$ cat config.mk
export PLATFORM = sky130hd
export DESIGN_NAME = i2c_cmd_fifo
export DESIGN_NICKNAME = d
export VERILOG_FILES = /design/src/rtl/i2cfq_pkg.sv /design/src/rtl/i2cfq_ring.sv /design/src/rtl/i2cfq_datapath.sv /design/src/rtl/i2cfq_ctrl.sv /design/src/rtl/i2c_cmd_fifo.sv
export SDC_FILE = /design/constraint.sdc
export NUM_CORES = 1
export LEC_CHECK = 0
export BUFFER_PORTS_ARGS = -buffer_cell sky130_fd_sc_hd__buf_2
export CORE_ASPECT_RATIO = 1.25
export CORE_MARGIN = 2
export CORE_UTILIZATION = 59
export CTS_BUF_LIST = sky130_fd_sc_hd__clkbuf_16
export DETAILED_ROUTE_END_ITERATION = 12
export HOLD_SLACK_MARGIN = 0.12
export PLACE_DENSITY_LB_ADDON = 0.05
export SETUP_SLACK_MARGIN = 0.2
export SLEW_MARGIN = 40
export SYNTH_ARGS = -nofsm -noshare
export SYNTH_HDL_FRONTEND = slang
export SYNTH_HIERARCHICAL = 1
export SYNTH_SLANG_ARGS = --single-unit
$ cat constraint.sdc
create_clock -name clk -period 3.35 [get_ports clk]
set_input_delay 0.67 -clock clk [delete_from_list [all_inputs] [get_ports clk]]
set_output_delay 0.67 -clock clk [all_outputs]
set_load 0.05 [all_outputs]
$ cat src/rtl/i2cfq_pkg.sv
package i2cfq_pkg;

  // Strobes issued by the control to the datapath
  typedef struct packed {
    logic txWr;
    logic txRd;
    logic rxWr;
    logic rxRd;
    logic clr;
  } qStrobes_t;

  // One command-queue entry
  typedef struct packed {
    logic       isRead;
    logic [7:0] data;
  } cmdEntry_t;

endpackage

$ cat src/rtl/i2cfq_ring.sv
module i2cfq_ring #(
  parameter int WIDTH = 8,
  parameter int DEPTH = 8
) (
  input  logic               clk,
  input  logic               rstN,
  input  logic               clr,
  input  logic               wr,
  input  logic               rd,
  input  logic [WIDTH-1:0]   wdata,
  output logic [WIDTH-1:0]   head,
  output logic [$clog2(DEPTH+1)-1:0] level,
  output logic               full,
  output logic               empty
);
  localparam int AW = (DEPTH > 1) ? $clog2(DEPTH) : 1;
  localparam int LW = $clog2(DEPTH+1);
  localparam bit POW2 = (DEPTH == (1 << AW));

  logic [WIDTH-1:0] mem [DEPTH];
  logic [AW-1:0]    wrPtr, rdPtr, wrNext, rdNext;
  logic [LW-1:0]    cnt;

  // Pointer wrap: free-running for power-of-two depths, compare otherwise
  generate
    if (POW2) begin : g_wrapFree
      assign wrNext = wrPtr + 1'b1;
      assign rdNext = rdPtr + 1'b1;
    end else begin : g_wrapCmp
      assign wrNext = (wrPtr == AW'(DEPTH-1)) ? '0 : wrPtr + 1'b1;
      assign rdNext = (rdPtr == AW'(DEPTH-1)) ? '0 : rdPtr + 1'b1;
    end
  endgenerate

  always_ff @(posedge clk) begin
    if (wr) mem[wrPtr] <= wdata;
  end

  always_ff @(posedge clk or negedge rstN) begin
    if (!rstN) begin
      wrPtr <= '0;
      rdPtr <= '0;
      cnt   <= '0;
    end else if (clr) begin
      wrPtr <= '0;
      rdPtr <= '0;
      cnt   <= '0;
    end else begin
      if (wr) wrPtr <= wrNext;
      if (rd) rdPtr <= rdNext;
      case ({wr, rd})
        2'b10:   cnt <= cnt + 1'b1;
        2'b01:   cnt <= cnt - 1'b1;
        default: cnt <= cnt;
      endcase
    end
  end

  assign head  = mem[rdPtr];
  assign level = cnt;
  assign full  = (cnt == LW'(DEPTH));
  assign empty = (cnt == '0);
endmodule

$ cat src/rtl/i2cfq_datapath.sv
module i2cfq_datapath
  import i2cfq_pkg::*;
#(
  parameter int DEPTH = 8,
  localparam int LW = $clog2(DEPTH+1)
) (
  input  logic          clk,
  input  logic          rstN,
  input  qStrobes_t     stb,
  input  logic [8:0]    hostWrData,
  input  logic [7:0]    engRxByte,
  output cmdEntry_t     txHead,
  output logic [7:0]    rxHead,
  output logic [LW-1:0] txLevel,
  output logic [LW-1:0] rxLevel,
  output logic          txFull,
  output logic          txEmpty,
  output logic          rxFull,
  output logic          rxEmpty
);
  cmdEntry_t txIn;
  cmdEntry_t txOut;
  logic [7:0] rxOut;

  // A read request keeps no payload: the low byte is dropped here
  always_comb begin
    txIn.isRead = hostWrData[8];
    txIn.data   = hostWrData[8] ? 8'h00 : hostWrData[7:0];
  end

  i2cfq_ring #(.WIDTH($bits(cmdEntry_t)), .DEPTH(DEPTH)) u_txq (
    .clk(clk), .rstN(rstN), .clr(stb.clr), .wr(stb.txWr), .rd(stb.txRd),
    .wdata(txIn), .head(txOut), .level(txLevel), .full(txFull), .empty(txEmpty)
  );

  i2cfq_ring #(.WIDTH(8), .DEPTH(DEPTH)) u_rxq (
    .clk(clk), .rstN(rstN), .clr(stb.clr), .wr(stb.rxWr), .rd(stb.rxRd),
    .wdata(engRxByte), .head(rxOut), .level(rxLevel), .full(rxFull), .empty(rxEmpty)
  );

  assign txHead = txEmpty ? '0 : txOut;
  assign rxHead = rxEmpty ? 8'h00 : rxOut;
endmodule

$ cat src/rtl/i2cfq_ctrl.sv
module i2cfq_ctrl
  import i2cfq_pkg::*;
#(
  parameter int DEPTH = 8,
  localparam int LW = $clog2(DEPTH+1)
) (
  input  logic          clk,
  input  logic          rstN,
  input  logic          hostWrEn,
  input  logic          hostRdEn,
  input  logic          engTxPop,
  input  logic          engRxPush,
  input  logic          flush,
  input  logic          txFull,
  input  logic          txEmpty,
  input  logic          rxFull,
  input  logic          rxEmpty,
  input  logic [LW-1:0] txLevel,
  input  logic [LW-1:0] rxLevel,
  input  logic [LW-1:0] txThresh,
  input  logic [LW-1:0] rxThresh,
  output qStrobes_t     stb,
  output logic          txEmptyFlag,
  output logic          rxFullFlag,
  output logic          txOverflow,
  output logic          rxUnderflow,
  output logic          rxOverflow
);
  // Flush has priority over every other strobe
  always_comb begin
    stb.clr  = flush;
    stb.txWr = hostWrEn  && !txFull  && !flush;
    stb.txRd = engTxPop  && !txEmpty && !flush;
    stb.rxWr = engRxPush && !rxFull  && !flush;
    stb.rxRd = hostRdEn  && !rxEmpty && !flush;
  end

  always_ff @(posedge clk or negedge rstN) begin
    if (!rstN) begin
      txOverflow  <= 1'b0;
      rxUnderflow <= 1'b0;
      rxOverflow  <= 1'b0;
    end else begin
      txOverflow  <= hostWrEn  && txFull  && !flush;
      rxUnderflow <= hostRdEn  && rxEmpty && !flush;
      rxOverflow  <= engRxPush && rxFull  && !flush;
    end
  end

  assign txEmptyFlag = (txLevel <= txThresh);
  assign rxFullFlag  = (rxLevel >  rxThresh);
endmodule

$ cat src/rtl/i2c_cmd_fifo.sv
module i2c_cmd_fifo
  import i2cfq_pkg::*;
#(
  parameter int DEPTH = 8,
  localparam int LW = $clog2(DEPTH+1)
) (
  input  logic          clk,
  input  logic          rstN,
  input  logic          hostWrEn,
  input  logic [8:0]    hostWrData,
  input  logic          hostRdEn,
  output logic [7:0]    hostRdData,
  input  logic [LW-1:0] txThresh,
  input  logic [LW-1:0] rxThresh,
  input  logic          flush,
  input  logic          engTxPop,
  output logic          engTxValid,
  output logic          engTxIsRead,
  output logic [7:0]    engTxByte,
  input  logic          engRxPush,
  input  logic [7:0]    engRxByte,
  output logic [LW-1:0] txLevel,
  output logic [LW-1:0] rxLevel,
  output logic          txEmptyFlag,
  output logic          rxFullFlag,
  output logic          txOverflow,
  output logic          rxUnderflow,
  output logic          rxOverflow
);
  qStrobes_t stb;
  cmdEntry_t txHead;
  logic txFull, txEmpty, rxFull, rxEmpty;

  i2cfq_ctrl #(.DEPTH(DEPTH)) u_ctrl (
    .clk(clk), .rstN(rstN), .hostWrEn(hostWrEn), .hostRdEn(hostRdEn),
    .engTxPop(engTxPop), .engRxPush(engRxPush), .flush(flush),
    .txFull(txFull), .txEmpty(txEmpty), .rxFull(rxFull), .rxEmpty(rxEmpty),
    .txLevel(txLevel), .rxLevel(rxLevel), .txThresh(txThresh), .rxThresh(rxThresh),
    .stb(stb), .txEmptyFlag(txEmptyFlag), .rxFullFlag(rxFullFlag),
    .txOverflow(txOverflow), .rxUnderflow(rxUnderflow), .rxOverflow(rxOverflow)
  );

  i2cfq_datapath #(.DEPTH(DEPTH)) u_dp (
    .clk(clk), .rstN(rstN), .stb(stb), .hostWrData(hostWrData),
    .engRxByte(engRxByte), .txHead(txHead), .rxHead(hostRdData),
    .txLevel(txLevel), .rxLevel(rxLevel), .txFull(txFull), .txEmpty(txEmpty),
    .rxFull(rxFull), .rxEmpty(rxEmpty)
  );

  assign engTxValid  = !txEmpty;
  assign engTxIsRead = txHead.isRead;
  assign engTxByte   = txHead.data;
endmodule

Word level (Yosys, flattened, before mapping)
Memories as Yosys holds them, arrays and structs flattened. Index checks and enable logic that the tools add are counted.

Register bits after elaboration: 23. Bits in latches: 0. Memory bits (writable): 136. Bits in read-only memories: 0. Input port bits: 32. Output and inout bits: 31. Word-level logic and storage cells: 73. Memories: 2.

$add $sub $neg: 8. $mul: 0. Divide/modulo/power cells: 0. $lt $le $gt $ge: 2. Equal/unequal tests: 6. Shift-type cells: 0. Mux-type cells: 19. Bitwise gates (word level): 0. Reductions and logical operators: 27.

Memory list: u_dp.u_txq.mem (depth 8, bits a word 9, rd ports 1, clocked after Yosys merged registers in 0, wr ports 1, RTL line i2cfq_ring.sv:20) `logic [WIDTH-1:0] mem [DEPTH];`; u_dp.u_rxq.mem (depth 8, bits a word 8, rd ports 1, clocked after Yosys merged registers in 0, wr ports 1, RTL line i2cfq_ring.sv:20).

Operator list (count): 3-bit two-way mux (8); 8-bit two-way mux (2); 4-bit case mux with 2 select lines (2); 1-bit logical AND (14); 3-bit by 1-bit adder with 3-bit output, second input constant (4); 9-bit two-way mux (1); 4-bit by 1-bit adder with 4-bit output, second input constant (2); 4-bit equality test, second input constant (2); 4-bit zero test (2); 4-bit two-way mux (2); 2-bit nonzero test (4); 4-bit by 1-bit subtractor with 4-bit output, second input constant (2); 3-bit nonzero test (2); 1-bit zero test (5); 2-bit by 1-bit equality test with 1-bit output, second input constant (2); 2-bit equality test, second input constant (2); 4-bit greater-than comparator (1); 4-bit <= comparator (1); 1-bit two-way mux (4).

Logic depth before layout (Yosys ltp)
Gate-level depths: netlist of run 1.

Word-level depth: 7. Depth in mapped cells: 10. Gate-level depth less buffers: 9.

Cells and area by module
Netlist of run 1, hierarchy kept.

By module, submodules not included: i2cfq_ring at u_dp.u_txq (times used 1, cells an instance 179, area an instance 3435.8 um^2, seq. area each 2412.3 um^2); i2cfq_ring at u_dp.u_rxq (times used 1, cells an instance 168, area an instance 3129.3 um^2, seq. area each 2172.1 um^2); i2cfq_ctrl (times used 1, cells an instance 37, area an instance 336.6 um^2, seq. area each 75.1 um^2); i2cfq_datapath (times used 1, cells an instance 25, area an instance 156.4 um^2, seq. area each 0.0 um^2); i2c_cmd_fifo (times used 1, cells an instance 1, area an instance 3.8 um^2, seq. area each 0.0 um^2).

Least setup slack after synthesis of run 1
OpenSTA, ideal clock, no wires.

Path kind: reg-to-reg. Start: register u_dp.u_txq.cnt[1] (netlist: u_dp/u_txq/level[1]). End: register u_dp.u_txq.cnt[3] (netlist: u_dp/u_txq/level[3]). Library setup time: 72 ps. Arrival time: 3257 ps. Required time: 3278 ps. Setup slack: 21 ps. Cell stages (with the launch flop): 10. Path buffers: 2. Period minus slack after synthesis: 3329 ps. Path through: dfrtp_1 -> clkbuf_1 -> nor4_1 -> nor3b_1 -> buf_2 -> nor2b_1 -> ha_1 -> a31o_2 -> a2111oi_0 -> nand4b_1.

RTL lines: start, declared (RTL line i2cfq_ring.sv:22) `logic [LW-1:0] cnt;`; start signal, assigned (RTL line i2cfq_ring.sv:52) `2'b10: cnt <= cnt + 1'b1;`; start signal, assigned (RTL line i2cfq_ring.sv:53) `2'b01: cnt <= cnt - 1'b1;`; start signal, assigned (RTL line i2cfq_ring.sv:54) `default: cnt <= cnt;`.

Worst setup path in the final report of run 1
Start: register u_dp.u_rxq.rdPtr[1]. End: output hostRdData[0].

Cells in the longest elaborated chain, start to end: 2.

Ends and longest elaborated chain: start, declared (RTL line i2cfq_ring.sv:21) `logic [AW-1:0] wrPtr, rdPtr, wrNext, rdNext;`; start signal, assigned (RTL line i2cfq_ring.sv:50) `if (rd) rdPtr <= rdNext;`; memory read 8 x 8 bit; named net u_dp.rxOut[0] (RTL line i2cfq_datapath.sv:23) `logic [7:0] rxOut;`; 8-bit two-way mux (RTL line i2cfq_datapath.sv:42) `assign rxHead = rxEmpty ? 8'h00 : rxOut;`; end, declared (RTL line i2c_cmd_fifo.sv:12) `output logic [7:0] hostRdData,`.

The timed path passes the listed nets, and every way through them passes these cells.

==> PnR_summary.wiki, run 1 <==
{| class="wikitable"
! Metric !! Value
|-
| Outcome || finished clean
|-
| RSZ-0062 raised after global routing || no
|-
| Clock Sink Count || 159
|-
| Global routing usage summed across all routing layers || 21.5%
|-
| Number of inserted filler cells in the final layout || 785
|-
| DIE AREA || 0.0129 mm2
|-
| Start of the worst register-to-register path || u_dp/u_txq/level[1]
|-
| Worst setup path startpoint || u_dp/u_rxq/rdPtr[1]
|-
| Number of buffers added for setup after CTS || 0
|-
| TritonCTS buffer count || 17
|-
| Synth Cell Area || 0.00706 mm2
|-
| Total area of multi-input combinational cells || ~0.0022 mm2
|-
| Number of buffers added on ports || between 60 and 70
|-
| Arrival time at the worst endpoint || 2.33 ns
|-
| Maximum Capacitance Violations || 0
|-
| Required time reported for the critical path endpoint || about 2.7 ns
|-
| Cell area after layout || 0.00826 mm2
|-
| Die height || 126 um
|-
| Residual DRC count || 0
|-
| Detailed placement HPWL || 7980 um
|-
| Final Slew Violations || 0
|-
| First-pass GRT wire length || between 20000 and 25000 um
|-
| Register area share after synthesis || around two thirds
|-
| Fraction of final layout cells with drive strength greater than 1 || 29.2%
|-
| Setup CP Type || reg2out
|-
| Startpoint kind of the worst setup timing path || flop
|-
| Hold slack || a little over 0.2 ns
|-
| Cell Pwr Density || 601 mW/mm2
|-
| Hold buffer count at CTS || 0
|-
| Post-cts resize count || 0
|-
| First-pass iteration count of the detailed router || 4
|-
| Mean number of vias per cell || 5.63
|-
| Register clock-pin slew on the reported worst setup and hold paths || 0.06 ns
|-
| Avg Synthesized Cell Area || 17.2 um2
|-
| Aggregate negative setup slack || 0 ns
|-
| Via count of the routed design || 3784
|-
| Overall Power || 4.97 mW
|-
| Final worst-path setup slack || 0.349 ns
|-
| Commonest non-fill, non-tap cell in the layout || sky130_fd_sc_hd__edfxtp_1
|-
| Largest net degree at the start of global routing || 34
|-
| Commonest register cell after synthesis || sky130_fd_sc_hd__edfxtp_1
|-
| Number of DRC violations after detailed-routing iteration 0 || 242
|-
| Total leakage power || 3.13 nW
|-
| Net count of the finished layout || approximately 550
|-
| Portion of the clock cycle consumed by the worst path in the final layout || 89.6%
|-
| Register bit count reported by yosys || 159
|-
| EDFF count, synth || 136
|-
| Final setup violation count || 0
|-
| Final Hold Vio Count || 0
|-
| Die X-Extent || roughly 100 um
|-
| Number of H-tree levels || 4
|-
| Synthesized instance count || 410
|-
| Path type of the worst min-delay path || in2async
|-
| Routed len/inst || 18.8 um
|-
| Worst Clk Skew || approximately 0.016 ns
|-
| Worst IR Drop VDD || 0.454 mV
|-
| Placed cell area || around 0.0076 mm2
|-
| Site Rows || 44
|-
| Number of global-route vias before repair || slightly below 4k
|-
| Initial cell density of the core || 60.5%
|-
| Least-Margin Pin Slew || 0.741 ns
|-
| Synthesized net count || 458
|-
| Total wire length after detailed routing || between 10000 and 15000 um
|-
| Total congestion overflow after global routing || 0
|-
| Maximum buffer depth of the clock tree || 2
|-
| Endpoint kind of the worst setup timing path || primary output
|-
| Core area || 0.0117 mm2
|-
| Post-route ant nets || 0
|-
| Crit-path cells || mux4_1 > mux2_2 > nor2b_1 > buf_2
|-
| Highest cell delay on the worst timing path || 0.82 ns
|-
| Sequential cell area || between 0.004 and 0.005 mm2
|-
| Post-synthesis async set-or-reset flop share || between 10% and 20%
|-
| Slowest cell on the critical path || sky130_fd_sc_hd__dfrtp_1
|-
| Worst-path fanout max || 18
|-
| Minimum setup slack after placement || 0.525 ns
|-
| Post-layout min period || 3.00 ns
|-
| Clock Tree Root || sky130_fd_sc_hd__clkbuf_16
|-
| Number of top-level pins || 63
|-
| Clock Latency Late Sink || around 0.43 ns
|-
| Number of diodes added for antenna fixing || 0
|-
| Leading cell types in the layout, fill and taps excluded || 136 x sky130_fd_sc_hd__edfxtp_1, 62 x sky130_fd_sc_hd__buf_2, 34 x sky130_fd_sc_hd__nor2_1
|-
| Initial antenna violation count || 2
|-
| Max-slew headroom || 50.6%
|-
| Area added between synthesis and finish || 16.9%
|-
| Distinct cell type count of the synthesized netlist || 43
|-
| Routability cong. || 0.832
|-
| Maximum clock frequency || about 0.33 GHz
|-
| Warnings, synthesis || 6
|-
| CTS tree || yes
|}
[logic make-up (layout without fill, tap and decap cells)]
| group | Yosys count | after routing | synth area share (%) |
|---|---|---|---|
| AND/OR/NAND/NOR | 110 | 110 | 8.36 |
| buffers and inverters | 34 | 135 | 2.68 |
| AO/OA/AOI/OAI | 24 | 24 | 2.69 |
| multiplexers | 57 | 57 | 16.2 |
| XOR/XNOR | 10 | 10 | 1.24 |
| adder cells (fa/ha/maj) | 16 | 16 | 2.83 |
| flip-flops | 159 | 159 | 66.0 |
[report_power, final]
part	internal (mW)	switching (mW)	total, mW
Sequential	2.19	0.0433	2.23
Combinational	0.276	0.520	0.796
Clock	1.12	0.811	1.94
[sequential cells by signal, summed over array words and instances, names as in the netlist]
register / count
u_dp/u_txq/wrPtr: 3
u_dp/u_txq/mem: 72
u_ctrl/rxUnderflow: 1
u_ctrl/rxOverflow: 1
u_dp/u_rxq/level: 4
u_dp/u_txq/level: 4
u_dp/u_rxq/rdPtr: 3
u_dp/u_rxq/mem: 64
u_dp/u_txq/rdPtr: 3
u_dp/u_rxq/wrPtr: 3
u_ctrl/txOverflow: 1
[critical path: cells and delay by family, from the launching register on]
family / cells / cell delay (ns)
DFF: 1 / 0.82
muxes: 2 / 0.73
buffers and inverters: 1 / 0.21
and+or+nand+nor: 1 / 0.13
[through the flow]
step | instances | util (%)
finish | 672 | 70.7
global route | 672 | 70.7
CTS | 672 | 70.7
detailed placement | 640 | 65.5
global placement | 640 | 65.5
floorplan | 410 | -
[cell type report]
type                            instances  share of cell area (%)
Tap cell                              161                    2.44
Clock buffer                           17                    5.15
Multi-Input combinational cell        217                    27.0
Inverter                               15                   0.682
Timing Repair Buffer                   88                    6.12
Sequential cell                       159                    56.4
Clock inverter                         15                    2.20
[synth_stat cells (2+ instances only)]
master | count | share of area (%)
sky130_fd_sc_hd__ha_1 | 16 | 2.8
sky130_fd_sc_hd__and2_1 | 2 | 0.18
sky130_fd_sc_hd__xnor2_1 | 2 | 0.25
sky130_fd_sc_hd__nor2b_1 | 31 | 2.7
sky130_fd_sc_hd__nor4_1 | 4 | 0.35
sky130_fd_sc_hd__nor2_1 | 34 | 1.8
sky130_fd_sc_hd__buf_12 | 2 | 0.57
sky130_fd_sc_hd__mux4_1 | 25 | 9.3
sky130_fd_sc_hd__nand4_1 | 3 | 0.27
sky130_fd_sc_hd__and3b_1 | 3 | 0.37
sky130_fd_sc_hd__nand3_1 | 2 | 0.14
sky130_fd_sc_hd__nand2_1 | 8 | 0.43
sky130_fd_sc_hd__a211o_1 | 2 | 0.25
sky130_fd_sc_hd__dfrtp_1 | 23 | 8.2
sky130_fd_sc_hd__a22o_1 | 2 | 0.25
sky130_fd_sc_hd__a221oi_1 | 2 | 0.25
sky130_fd_sc_hd__clkbuf_1 | 5 | 0.27
sky130_fd_sc_hd__mux2_2 | 8 | 1.3
sky130_fd_sc_hd__nand2b_1 | 8 | 0.71
sky130_fd_sc_hd__mux4_2 | 9 | 2.9
sky130_fd_sc_hd__xor2_1 | 8 | 0.99
sky130_fd_sc_hd__a221o_1 | 2 | 0.28
sky130_fd_sc_hd__nand4b_1 | 2 | 0.25
sky130_fd_sc_hd__buf_2 | 8 | 0.57
sky130_fd_sc_hd__nor3_1 | 8 | 0.57
sky130_fd_sc_hd__nor3b_1 | 4 | 0.43
sky130_fd_sc_hd__a2111oi_0 | 2 | 0.25
sky130_fd_sc_hd__inv_1 | 15 | 0.80
sky130_fd_sc_hd__edfxtp_1 | 136 | 58
sky130_fd_sc_hd__a21oi_1 | 4 | 0.28
sky130_fd_sc_hd__buf_6 | 2 | 0.32
sky130_fd_sc_hd__o21ai_0 | 2 | 0.14
sky130_fd_sc_hd__a2111o_1 | 2 | 0.32
sky130_fd_sc_hd__mux2_4 | 9 | 1.9
sky130_fd_sc_hd__a31o_2 | 2 | 0.25
sky130_fd_sc_hd__mux2i_1 | 6 | 0.85
[metal layers]
layer / wire length (um) / up-vias / share of wire, % / track usage, %
met5: 30 / - / 0.24 / 0
met3: 416 / 18 / 3.3 / 5.84
met4: 178 / 4 / 1.4 / 6.51
met1: 5030 / 1917 / 40 / 25.6
li1: - / 1783 / - / -
met2: 6990 / 62 / 55 / 38.0
[path summary, 6_finish.rpt]
| path | to | slack, ns | cells after the start |
|---|---|---|---|
| max | hostRdData[0] | 0.35 | 4 |
| max reg2reg | u_dp/u_txq/level[3] | 0.81 | 8 |
| min in group clk | u_dp/u_rxq/mem[5][6] | 0.50 | 1 |
| min | u_dp/u_rxq/level[0] | 0.21 | 1 |
| min reg2reg | u_dp/u_txq/wrPtr[0] | 0.58 | 2 |
| max in group asynchronous | u_dp/u_txq/level[2] | 2.78 | 1 |
No activity file was read; power rests on OpenSTA's default activity.
==> run 2: changes to the inputs <==
Settings changed: CORE_UTILIZATION 59 to 45, PLACE_DENSITY set to 0.64, PLACE_DENSITY_LB_ADDON 0.05 to unset, SLEW_MARGIN 40 to 20.
==> PnR_summary.wiki, run 2 (synthesized netlist as in run 1, its figures left out) <==
{| class="wikitable"
! Metric !! Value
|-
| First-pass GRT wire length || 20700 um
|-
| Die height || 144 um
|-
| First-pass iteration count of the detailed router || 4
|-
| Routability cong. || 0.728
|-
| Site Rows || approximately 50
|-
| Final setup violation count || 0
|-
| Worst IR Drop VDD || 0.520 mV
|-
| Aggregate negative setup slack || 0 ns
|-
| Sequential cell area || between 0.004 and 0.005 mm2
|-
| Mean number of vias per cell || approximately 5.3
|-
| Max-slew headroom || 51.5%
|-
| Top reg by flops || u_dp/u_txq/mem
|-
| Final Hold Vio Count || 0
|-
| Residual DRC count || 0
|-
| Via count of the routed design || 3829
|-
| Initial cell density of the core || approximately 46%
|-
| Placed cell area || 0.00772 mm2
|-
| Global routing usage summed across all routing layers || 17.0%
|-
| Startpoint kind of the worst setup timing path || flop
|-
| Registers with the highest flip-flop counts || u_dp/u_txq/mem: 72 flops, u_dp/u_rxq/mem: 64 flops
|-
| Largest net degree at the start of global routing || 34
|-
| Maximum clock frequency || 0.340 GHz
|-
| Register clock-pin slew on the reported worst setup and hold paths || roughly 0.060 ns
|-
| Maximum Capacitance Violations || 0
|-
| Core occupancy in the finished layout || 54.0%
|-
| Path type of the worst min-delay path || in2async
|-
| Die X-Extent || 116 um
|-
| Clock Latency Late Sink || 0.42 ns
|-
| Detailed placement HPWL || 8600 um
|-
| Flip-flop count of the largest register after layout || 72
|-
| Least-Margin Pin Slew || 0.728 ns
|-
| Final Slew Violations || 0
|-
| Setup CP Type || reg2out
|-
| Leading cell types in the layout, fill and taps excluded || 136 x sky130_fd_sc_hd__edfxtp_1, 62 x sky130_fd_sc_hd__buf_2, 34 x sky130_fd_sc_hd__nor2_1
|-
| Number of top-level pins || 63
|-
| Highest cell delay on the worst timing path || 0.59 ns
|-
| Clock Tree Root || sky130_fd_sc_hd__clkbuf_16
|-
| Core area || around 0.015 mm2
|-
| Clock Sink Count || 159
|-
| Area added between synthesis and finish || 18.2%
|-
| Number of global-route vias before repair || roughly 3.9k
|-
| Cell Pwr Density || about 600 mW/mm2
|-
| TritonCTS buffer count || 17
|-
| Total area of multi-input combinational cells || 0.00223 mm2
|-
| Maximum buffer depth of the clock tree || 2
|-
| Worst-path fanout max || 19
|-
| Crit-path cells || buf_6 > mux4_1 > mux2_4 > nor2b_1 > buf_2
|-
| Worst Clk Skew || 0.00708 ns
|-
| Met3 usage || under 10%
|-
| Net count of the finished layout || 547
|-
| Number of buffers added for setup after CTS || 0
|-
| Fraction of final layout cells with drive strength greater than 1 || 28.7%
|-
| Portion of the clock cycle consumed by the worst path in the final layout || 87.9%
|-
| Number of H-tree levels || 4
|-
| Cell area after layout || 0.00835 mm2
|-
| Total wire length after detailed routing || 13000 um
|-
| Number of DRC violations after detailed-routing iteration 0 || 202
|-
| Worst setup path startpoint || u_dp/u_txq/rdPtr[0]
|-
| Post-route ant nets || 0
|-
| Required time reported for the critical path endpoint || 2.68 ns
|-
| Commonest non-fill, non-tap cell in the layout || sky130_fd_sc_hd__edfxtp_1
|-
| Met1 routing resource usage after global routing || about a fifth
|-
| CTS tree || yes
|-
| Start of the worst register-to-register path || u_dp/u_rxq/level[1]
|-
| Most used routing layer in global routing || met2
|-
| Total congestion overflow after global routing || 0
|-
| Outcome || finished clean
|-
| Number of buffers added on ports || 62
|-
| Initial antenna violation count || 2
|-
| Slowest cell on the critical path || sky130_fd_sc_hd__mux4_1
|-
| Total leakage power || between 3 and 4 nW
|-
| RSZ-0062 raised after global routing || no
|-
| Met2 Use GR || 30.4%
|-
| Endpoint kind of the worst setup timing path || primary output
|-
| Post-layout min period || 2.94 ns
|-
| DIE AREA || approximately 0.017 mm2
|-
| Arrival time at the worst endpoint || 2.27 ns
|-
| Routed len/inst || 17.9 um
|-
| Number of inserted filler cells in the final layout || between 1k and 1.5k
|}
-- run 2: cell type report --
type / instances / share of cell area (%)
Antenna cell: 1 / 0.0300
Clock buffer: 17 / 5.10
Clock inverter: 15 / 2.32
Inverter: 15 / 0.675
Multi-Input combinational cell: 217 / 26.7
Sequential cell: 159 / 55.8
Tap cell: 212 / 3.18
Timing Repair Buffer: 89 / 6.19
-- run 2: repair_timing --
item / 4_1_cts / 5_1_grt
resized for setup: 0 / 1
setup endpoints to repair: 0 / 1
hold buffers: 0 / 0
endpoints found under the hold margin: 0 / 0
-- run 2: path summary, 6_finish.rpt --
check,to,slack (ns),cells after the start
max,engTxByte[3],0.41,5
min,u_ctrl/rxOverflow,0.22,1
max reg2reg,u_dp/u_rxq/level[3],0.85,8
min reg2reg,u_dp/u_txq/rdPtr[0],0.57,2
max in group asynchronous,u_dp/u_txq/wrPtr[0],2.78,1
min in group clk,u_ctrl/txOverflow,0.51,2
-- run 2: critical path: cells and delay by family, from the launching register on --
kind,cells,cell delay [ns]
multiplexers,2,0.87
buffers and inverters,2,0.47
flip-flops,1,0.37
AND/OR/NAND/NOR,1,0.13
-- run 2: power by group --
part / switching, mW / internal, mW / total, mW
sequential: 0.0430 / 2.19 / 2.24
combinational: 0.522 / 0.277 / 0.799
clock: 0.753 / 1.24 / 2.00
total: 1.32 / 3.71 / 5.03
-- run 2: metal layers --
metal	wire, um	vias up
met3	465	14
met4	179	2
met1	5220	1924
met2	7120	90
li1	-	1799
met5	13	-
-- run 2: metrics by stage --
step	hold slack, ns	total power [mW]	worst slack, ns	instances
after global placement	0.535	3.06	0.706	692
after CTS	0.228	5.09	0.288	724
final	0.221	5.03	0.407	725
after detailed placement	0.538	3.08	0.621	692
after floorplan	0.374	2.88	0.315	410
after global routing	0.256	5.23	0.265	724
==> run 3: changes to the inputs <==
Settings changed: ABC_AREA set to 1.
==> PnR_summary.wiki, run 3 <==
{| class="wikitable"
! Metric !! Value
|-
| Fraction of final layout cells with drive strength greater than 1 || around 16%
|-
| Warnings, synthesis || 6
|-
| Register bit count reported by yosys || 159
|-
| Top reg by flops || u_dp/u_txq/mem
|-
| CTS tree || yes
|-
| Global routing usage summed across all routing layers || 18.0%
|-
| Initial cell density of the core || 46.1%
|-
| Simple logic cell fraction of the synthesized area || about 17%
|-
| Outcome || finished clean
|-
| Cell area after layout || slightly above 0.008 mm2
|-
| Number of top-level pins || 63
|-
| Most frequent cells after synthesis || 159 x sky130_fd_sc_hd__nor2_1, 136 x sky130_fd_sc_hd__edfxtp_1, 110 x sky130_fd_sc_hd__nand2_1
|-
| Max-slew headroom || around half
|-
| Hold slack || about 0.2 ns
|-
| Largest net degree at the start of global routing || 39
|-
| Die X-Extent || 117 um
|-
| Register area share after synthesis || 64.7%
|-
| Worst Clk Skew || 0.00914 ns
|-
| Maximum buffer depth of the clock tree || 2
|-
| Portion of the clock cycle consumed by the worst path in the final layout || 85.6%
|-
| Crit path top cell by count || sky130_fd_sc_hd__nand2_1
|-
| Synthesized instance count || 704
|-
| Startpoint kind of the worst setup timing path || flop
|-
| Buf+Inv Stages, Crit Path || 4
|-
| First-pass GRT wire length || 23500 um
|-
| Maximum clock frequency || 0.349 GHz
|-
| Largest family of logic cells by synthesized area || simple AND/OR/NAND/NOR gates
|-
| TritonCTS buffer count || 17
|-
| Post-layout min period || 2.87 ns
|-
| Path type of the worst min-delay path || in2async
|-
| Final Hold Vio Count || 0
|-
| Area leader, netlist || sky130_fd_sc_hd__edfxtp_1
|-
| Distinct cell type count of the synthesized netlist || 31
|-
| Required time reported for the critical path endpoint || 2.68 ns
|-
| Die height || 145 um
|-
| Placed Cells incl. Taps || ~970
|-
| Number of inserted filler cells in the final layout || 1399
|-
| Setup CP Type || reg2out
|-
| Area added between synthesis and finish || 15.3%
|-
| Number of buffers added on ports || 62
|-
| Cell with the most instances after synthesis || sky130_fd_sc_hd__nor2_1
|-
| Minimum setup slack after placement || 0.604 ns
|-
| Placed cell area || 0.00772 mm2
|-
| Post-synthesis async set-or-reset flop share || 14.5%
|-
| Post-synthesis share of cell area spent on full adders, half adders and majority gates || 2.78%
|-
| Commonest non-fill, non-tap cell in the layout || sky130_fd_sc_hd__nor2_1
|-
| Routed len/inst || around 15 um
|-
| Registers with the highest flip-flop counts || u_dp/u_txq/mem: 72 flops, u_dp/u_rxq/mem: 64 flops
|-
| Arrival time at the worst endpoint || 2.20 ns
|-
| Commonest register cell after synthesis || sky130_fd_sc_hd__edfxtp_1
|-
| Clock Sink Count || 159
|-
| Worst-path fanout max || 38
|-
| Avg Synthesized Cell Area || 10.2 um2
|-
| Final setup violation count || 0
|-
| Clock Tree Root || sky130_fd_sc_hd__clkbuf_16
|-
| Slowest cell on the critical path || sky130_fd_sc_hd__dfrtp_1
|-
| Delay-heaviest family, CP || buffers and inverters
|-
| Clock Latency Late Sink || 0.43 ns
|-
| Leading cell types in the layout, fill and taps excluded || 159 x sky130_fd_sc_hd__nor2_1, 136 x sky130_fd_sc_hd__edfxtp_1, 110 x sky130_fd_sc_hd__nand2_1
|-
| Crit-path cells || buf_4 > inv_4 > o21ai_0 > o21ai_1 > nand2_1 > nand2_1 > inv_1 > nor2_1 > buf_2
|-
| Compound-cell area share of the yosys netlist || under 10%
|-
| Post-route ant nets || 0
|-
| Number of diodes added for antenna fixing || 0
|-
| DIE AREA || 0.0170 mm2
|-
| Aggregate negative setup slack || 0 ns
|-
| Net count of the finished layout || 823
|-
| Via count of the routed design || 4996
|-
| Number of H-tree levels || 4
|-
| Residual DRC count || 0
|-
| Count of non-filler cells in the finished layout || 1000
|-
| Initial antenna violation count || 0
|-
| Synthesized net count || 752
|-
| Maximum Capacitance Violations || 0
|-
| EDFF count, synth || about 140
|-
| Number of DRC violations after detailed-routing iteration 0 || 263
|-
| Fraction of synthesized area in multiplexers || 0%
|-
| Number of global-route vias before repair || between 4k and 5k
|-
| Site Rows || 51
|-
| Flip-flop count of the largest register after layout || about 70
|-
| Core area || roughly 0.016 mm2
|-
| Hold buffer count at CTS || 0
|-
| Cell Pwr Density || 751 mW/mm2
|-
| Routability cong. || 0.892
|-
| Total congestion overflow after global routing || 0
|-
| Synth Cell Area || 0.00720 mm2
|-
| Cells taking the most area after synthesis || sky130_fd_sc_hd__edfxtp_1 57%, sky130_fd_sc_hd__nor2_1 8.3%, sky130_fd_sc_hd__dfrtp_1 8.0%, sky130_fd_sc_hd__nand2_1 5.7%, sky130_fd_sc_hd__o21ai_0 4.9%
|-
| Number of buffers added for setup after CTS || 0
|-
| Final Slew Violations || 0
|-
| Mean number of vias per cell || 5.00
|-
| Register clock-pin slew on the reported worst setup and hold paths || roughly 0.060 ns
|-
| Least-Margin Pin Slew || 0.760 ns
|-
| Detailed placement HPWL || 9810 um
|-
| RSZ-0062 raised after global routing || no
|-
| Highest cell delay on the worst timing path || 0.35 ns
|-
| Overall Power || a little over 6 mW
|-
| Core occupancy in the finished layout || 53.1%
|-
| Worst IR Drop VDD || 0.548 mV
|-
| Xor and xnor area share after synthesis || 0.122%
|-
| Endpoint kind of the worst setup timing path || primary output
|-
| Synth top area share || 56.7%
|-
| First-pass iteration count of the detailed router || 6
|-
| Total wire length after detailed routing || 14600 um
|-
| Total leakage power || approximately 3.5 nW
|-
| Final worst-path setup slack || 0.481 ns
|}
[run 3: what timing repair did]
action / CTS / global route
hold endpoints to repair: 0 / 0
gates resized for setup: 0 / 3
setup endpoints to repair: 0 / 4
[run 3: cell type report]
cell class              count  area (um2)  area share [%]
flip-flops and latches    159        4660            56.1
clock inverters            15         159            1.91
clock buffers              17         425            5.12
well taps                 212         265            3.19
inverters                  74         283            3.40
repair buffers             80         445            5.36
multi-input cells         443        2070            24.9
[run 3: worst register-to-register path, cell delays in order (launching register included)]
cell,delay (ns)
sky130_fd_sc_hd__dfrtp_1,0.50
sky130_fd_sc_hd__nor4_1,0.12
sky130_fd_sc_hd__nor3b_1,0.50
sky130_fd_sc_hd__inv_2,0.15
sky130_fd_sc_hd__or2_2,0.35
sky130_fd_sc_hd__nor2_1,0.55
[run 3: routing by layer]
metal	track usage, %	part of all wire (%)
met4	7.12	1.6
met3	3.92	3.3
met2	30.8	53
met1	21.7	43
met5	0	0
[run 3: worst paths after layout]
| check | start | endpoint | slack [ns] | cells past startpoint |
|---|---|---|---|---|
| worst min-delay path | rstN | u_dp/u_rxq/level[3] | 0.20 | 1 |
| worst max register to register | u_dp/u_rxq/level[0] | u_dp/u_rxq/mem[6][6] | 0.80 | 5 |
| min in group clk | hostRdEn | u_ctrl/rxUnderflow | 0.46 | 3 |
| worst max-delay path | u_dp/u_txq/rdPtr[0] | engTxByte[5] | 0.48 | 9 |
| max in group asynchronous | rstN | u_dp/u_rxq/rdPtr[0] | 2.78 | 1 |
| worst min register to register | u_dp/u_rxq/wrPtr[0] | u_dp/u_rxq/wrPtr[0] | 0.56 | 2 |
[run 3: cell families after synthesis]
logic type	count (synthesis)
AO/OA/AOI/OAI	128
AND/OR/NAND/NOR	298
flip-flops	159
buffers and inverters	102
adder cells (fa/ha/maj)	16
XOR/XNOR	1
[run 3: where the power goes]
part | switching, mW | internal, mW
clock | 0.789 | 1.10
combinational | 1.47 | 0.525
sequential | 0.107 | 2.24
total | 2.37 | 3.87
